==> config.mk <==
export PLATFORM = sky130hd
export DESIGN_NAME = legacy_sysctl_ports
export DESIGN_NICKNAME = d
export VERILOG_FILES = /design/src/rtl/sysctl_pkg.sv /design/src/rtl/sysctl_decode.sv /design/src/rtl/sysctl_a20_gate.sv /design/src/rtl/sysctl_err_latch.sv /design/src/rtl/legacy_sysctl_ports.sv
export SDC_FILE = /design/constraint.sdc
export NUM_CORES = 1
export LEC_CHECK = 0
export ABC_CLOCK_PERIOD_IN_PS = 1100
export BUFFER_PORTS_ARGS = -buffer_cell sky130_fd_sc_hd__buf_2
export CAP_MARGIN = 25
export CORE_AREA = 5 5 42 44
export DETAILED_ROUTE_END_ITERATION = 12
export DIE_AREA = 0 0 47 49
export GPL_ROUTABILITY_DRIVEN = 0
export HOLD_SLACK_MARGIN = 0.05
export PLACE_DENSITY = 0.66
export REMOVE_ABC_BUFFERS = 1
export SETUP_SLACK_MARGIN = 0.2
export SLEW_MARGIN = 15
export SYNTH_ARGS = -nofsm -noshare
export SYNTH_HDL_FRONTEND = slang
export SYNTH_HIERARCHICAL = 1
export SYNTH_SLANG_ARGS = --single-unit
==> constraint.sdc <==
create_clock -name clk -period 1.1 [get_ports clk]
set_input_delay 0.165 -clock clk [delete_from_list [all_inputs] [get_ports clk]]
set_output_delay 0.165 -clock clk [all_outputs]
set_load 0.02 [all_outputs]
==> src/rtl/sysctl_pkg.sv <==
package sysctl_pkg;
    typedef enum logic {
        GATE_MASKED = 1'b0,
        GATE_OPEN   = 1'b1
    } gate_state_t;

    typedef enum logic {
        ERR_IDLE   = 1'b0,
        ERR_RAISED = 1'b1
    } err_state_t;
endpackage

==> src/rtl/sysctl_decode.sv <==
module sysctl_decode #(
    parameter int          ADDR_W    = 16,
    parameter logic [15:0] DELAY_PORT = 16'h0080,
    parameter logic [15:0] GATE_PORT  = 16'h0092,
    parameter logic [15:0] CLEAR_PORT = 16'h00F0
) (
    input  logic [ADDR_W-1:0] addr,
    input  logic              wr,
    input  logic              rd,
    output logic              gate_wr,
    output logic              gate_rd,
    output logic              clear_wr,
    output logic              delay_wr
);
    localparam logic [ADDR_W-1:0] DLY = ADDR_W'(DELAY_PORT);
    localparam logic [ADDR_W-1:0] GTE = ADDR_W'(GATE_PORT);
    localparam logic [ADDR_W-1:0] CLR = ADDR_W'(CLEAR_PORT);

    always_comb begin
        gate_wr  = wr && (addr == GTE);
        gate_rd  = rd && (addr == GTE);
        clear_wr = wr && (addr == CLR);
        delay_wr = wr && (addr == DLY);
    end
endmodule

==> src/rtl/sysctl_a20_gate.sv <==
module sysctl_a20_gate
    import sysctl_pkg::*;
#(
    parameter int DATA_W  = 8,
    parameter int GATE_BIT = 1
) (
    input  logic              clk,
    input  logic              rst_n,
    input  logic              gate_wr,
    input  logic [DATA_W-1:0] wdata,
    output logic              a20_en
);
    gate_state_t state_q, state_d;

    always_ff @(posedge clk) begin
        if (!rst_n) state_q <= GATE_MASKED;
        else        state_q <= state_d;
    end

    always_comb begin
        state_d = state_q;
        unique case (state_q)
            GATE_MASKED: if (gate_wr && wdata[GATE_BIT])  state_d = GATE_OPEN;
            GATE_OPEN:   if (gate_wr && !wdata[GATE_BIT]) state_d = GATE_MASKED;
            default:     state_d = GATE_MASKED;
        endcase
    end

    always_comb a20_en = (state_q == GATE_OPEN);

    // gate level follows bit 1 of the port write
    a_r2_gate_follows_write: assert property (@(posedge clk) disable iff (!rst_n)
        gate_wr |=> (a20_en == $past(wdata[GATE_BIT])));
    // without a write to the gate port the level holds
    a_r5_gate_holds: assert property (@(posedge clk) disable iff (!rst_n)
        !gate_wr |=> $stable(a20_en));
endmodule

==> src/rtl/sysctl_err_latch.sv <==
module sysctl_err_latch
    import sysctl_pkg::*;
(
    input  logic clk,
    input  logic rst_n,
    input  logic err_in,
    input  logic clear_wr,
    output logic irq
);
    err_state_t state_q, state_d;

    always_ff @(posedge clk) begin
        if (!rst_n) state_q <= ERR_IDLE;
        else        state_q <= state_d;
    end

    always_comb begin
        state_d = state_q;
        unique case (state_q)
            ERR_IDLE:   if (err_in)                state_d = ERR_RAISED;
            ERR_RAISED: if (clear_wr && !err_in)   state_d = ERR_IDLE;
            default:    state_d = ERR_IDLE;
        endcase
    end

    always_comb irq = (state_q == ERR_RAISED);

    // an error request raises the interrupt
    a_r6_err_raises: assert property (@(posedge clk) disable iff (!rst_n)
        err_in |=> irq);
    // a raised interrupt persists until a clear write
    a_r6_irq_holds: assert property (@(posedge clk) disable iff (!rst_n)
        (irq && !clear_wr) |=> irq);
    // a clear write without a new error releases the interrupt
    a_r7_clear_releases: assert property (@(posedge clk) disable iff (!rst_n)
        (clear_wr && !err_in) |=> !irq);
    // set wins over simultaneous clear
    a_r8_set_wins: assert property (@(posedge clk) disable iff (!rst_n)
        (clear_wr && err_in) |=> irq);
endmodule

==> src/rtl/legacy_sysctl_ports.sv <==
module legacy_sysctl_ports #(
    parameter int          ADDR_W     = 16,
    parameter int          DATA_W     = 8,
    parameter int          GATE_BIT   = 1,
    parameter logic [15:0] DELAY_PORT = 16'h0080,
    parameter logic [15:0] GATE_PORT  = 16'h0092,
    parameter logic [15:0] CLEAR_PORT = 16'h00F0
) (
    input  logic              clk,
    input  logic              rst_n,
    input  logic [ADDR_W-1:0] bus_addr,
    input  logic              bus_wr,
    input  logic              bus_rd,
    input  logic [DATA_W-1:0] bus_wdata,
    output logic [DATA_W-1:0] bus_rdata,
    output logic              bus_hit,
    input  logic              fpu_err,
    output logic              a20_en,
    output logic              ferr_irq
);
    logic gate_wr, gate_rd, clear_wr, delay_wr;
    logic [DATA_W-1:0] rdata_d;

    sysctl_decode #(
        .ADDR_W(ADDR_W), .DELAY_PORT(DELAY_PORT),
        .GATE_PORT(GATE_PORT), .CLEAR_PORT(CLEAR_PORT)
    ) u_decode (
        .addr(bus_addr), .wr(bus_wr), .rd(bus_rd),
        .gate_wr(gate_wr), .gate_rd(gate_rd),
        .clear_wr(clear_wr), .delay_wr(delay_wr)
    );

    sysctl_a20_gate #(.DATA_W(DATA_W), .GATE_BIT(GATE_BIT)) u_gate (
        .clk(clk), .rst_n(rst_n), .gate_wr(gate_wr),
        .wdata(bus_wdata), .a20_en(a20_en)
    );

    sysctl_err_latch u_err (
        .clk(clk), .rst_n(rst_n), .err_in(fpu_err),
        .clear_wr(clear_wr), .irq(ferr_irq)
    );

    always_comb begin
        rdata_d = '0;
        rdata_d[GATE_BIT] = a20_en;
    end

    always_ff @(posedge clk) begin
        if (!rst_n) begin
            bus_rdata <= '0;
            bus_hit   <= 1'b0;
        end else begin
            bus_rdata <= gate_rd ? rdata_d : '0;
            bus_hit   <= gate_rd;
        end
    end

    // a gate-port read returns the gate level in its bit, one clock later
    a_r3_gate_readback: assert property (@(posedge clk) disable iff (!rst_n)
        (bus_rd && bus_addr == ADDR_W'(GATE_PORT)) |=>
            (bus_hit && bus_rdata[GATE_BIT] == $past(a20_en)
             && $countones(bus_rdata) <= 1));
    // anything else leaves the read bus quiet
    a_r9_quiet_bus: assert property (@(posedge clk) disable iff (!rst_n)
        !(bus_rd && bus_addr == ADDR_W'(GATE_PORT)) |=> (!bus_hit && bus_rdata == '0));
    // a delay-port write never disturbs the interrupt level
    a_r5_delay_no_irq_effect: assert property (@(posedge clk) disable iff (!rst_n)
        (delay_wr && !fpu_err) |=> (ferr_irq == $past(ferr_irq)));
endmodule

==> reports/qor.csv <==
stage,metric,value,unit
die,die height,49,µm
clock_network,clk slew on worst S/H paths,0.04,ns
clock_network,clock sinks,4,
drt,drt drc,0,
clock_network,CTS tree,done,
drt,DRT Pass-1 Iters,1,
sta,crit path time final,1.002,ns
global_route,first-pass GRT wire length,1.097,mm
global_route,Tot GR Track Use,6.685,%
clock_network,clk_lat worst skew,0.23,ns
place,dpl ws,-0.1780,ns
die,DIE WIDTH,47,µm
die,FP Rows,14,
clock_network,TritonCTS Buffers,3,
setup_path,critical path data arrival time,1.12,ns
global_route,initial antenna violation count,0,
outcome,status,"finished, final reports clean",
global_route,largest net degree at the start of global routing,5,
logic_synthesis,post-synthesis average cell area,10.01,µm²
drt,"wirelength, routed",768,µm
die,Initial Utilization,22.14,%
setup_path,kind of critical path,in -> reg,
drt,via count,301,
layout,share of layout cells above drive strength 1,62.71,%
sta,Final Hold Fails,0,
power,Peak VDD IR,0.0002534,V
logic_synthesis,post-synthesis cell count,31,
setup_path,startpoint types,input pin,
flow_run,max_cap viols,0,
setup_path,slowest CP cell,nor4bb_1,
clock_network,Clock Path Buffers,2,
drt,detail-routed via count per cell,4.013,
place,DPL Wire Length,658.1,µm
layout,area grow syn2layout,64.52,%
sta,Pins Over Slew Limit,0,
die,area of the core,1401,µm²
sta,fmax,997.9,MHz
die,io pins,40,
logic_synthesis,YS warnings,6,
global_route,Overflow after GRT,0,
setup_path,Crit Path Max Fanout,2,
sta,Setup-failing EPs final,0,
global_route,number of global-route vias before repair,273,
setup_path,CP Cell Sequence,"buf_2, nor4bb_1, nand3_2, nor2_2, mux2i_1, nor2b_1",
drt,"antenna viol nets, final",0,
sta,crit share post-route,91.10,%
min_path,Hold Crit Class,in -> reg,
die,die footprint,2303,µm²
layout,nets,90,
clock_network,Post-CTS Setup Repair Bufs,0,
power,PnR Total Power,444.2,µW
drt,drt initial violations,0,
sta,final setup margin,0.09789,ns
clock_network,H-Tree Level Count,1,
setup_path,CP Capture Type,register,
power,Power Density,870.2,nW/µm²
setup_path,CP peak stage delay,0.36,ns
clock_network,Root Buffer,clkbuf_4,
place,port buffer count,25,
power,Pleak,0.0002391,µW
layout,# diodes,0,
sta,clock skew,0.00008088,ns
drt,routed len/inst,10.24,µm
setup_path,worst endpoint required time,1.22,ns
sta,RSZ-0062 raised after global routing,true,
place,DP Cell Count,72,
layout,post-route non-filler standard cell count,75,
logic_synthesis,post-synthesis instance area,310.3,µm²
[layout make-up]
type | instances | area (µm²)
fill | 157 | 890.9
tap | 16 | 20.02
multi-input combinational | 26 | 215.2
clock buffer | 3 | 22.52
timing repair buffer | 26 | 172.7
sequential | 4 | 80.08
[final timing paths]
check	from	endpoint	slack, ns	depth (start not counted)
setup reg to reg	u_err/irq$_SDFF_PN0_	u_err/irq$_SDFF_PN0_	0.42	2
hold / removal	fpu_err	u_err/irq$_SDFF_PN0_	0.14	2
setup / recovery	bus_addr[5]	register	0.1	6
hold reg to reg	register	bus_rdata[1]$_SDFF_PN0_	0.55	1
[metrics by stage]
step / util (%) / TNS [ns] / hold WS (ns) / area [µm²]
finish: 36.43 / 0 / 0.1414 / 510.5
global placement: 30.89 / -0.2916 / 0.3775 / 432.9
global route: 36.43 / 0 / 0.1684 / 510.5
floorplan: - / 0 / 0.2825 / 280.3
CTS: 35.71 / 0 / 0.1373 / 500.5
detailed placement: 30.89 / -0.3270 / 0.3795 / 432.9
[repair_timing]
action	CTS	global route
pin swaps	7	2
cloned	0	0
endpoints found under the setup margin	3	5
hold buffers	0	0
gates resized for setup	9	3
endpoints found under the hold margin	0	0
[critical path: cells and delay by family]
family	cells	cell delay (ns)
buf+inv	1	0.11
simple gates	4	0.66
mux	1	0.19
[cells in the final DEF (no fill, tap or decap)]
master,n
nand3_2,1
dfxtp_1,4
mux2i_1,1
nor2_4,1
clkbuf_4,3
nor2b_4,1
buf_4,2
nor4_4,2
nor4bb_1,1
and3_1,1
nor2b_1,2
nor2_1,1
buf_6,6
buf_2,18
o21a_1,1
conb_1,7
nand4_2,1
and2_1,1
nand3_1,1
nor2_2,1
nand2_1,2
nor4b_4,1
[metal layers]
metal | wire [µm] | global-route usage (%)
met3 | 148 | 1.845
met2 | 397 | 10.86
met5 | 0 | 0
met1 | 223 | 6.579
met4 | 0 | 5.530
[where the power goes]
part | switching [µW] | total [µW] | internal [µW] | leakage (µW)
Sequential | 1.31 | 150 | 148 | 0.0000325
Combinational | 56.6 | 115 | 58.0 | 0.000193
Clock | 58.0 | 180 | 122 | 0.0000138
Note: power is estimated with default switching activity, not from simulation.
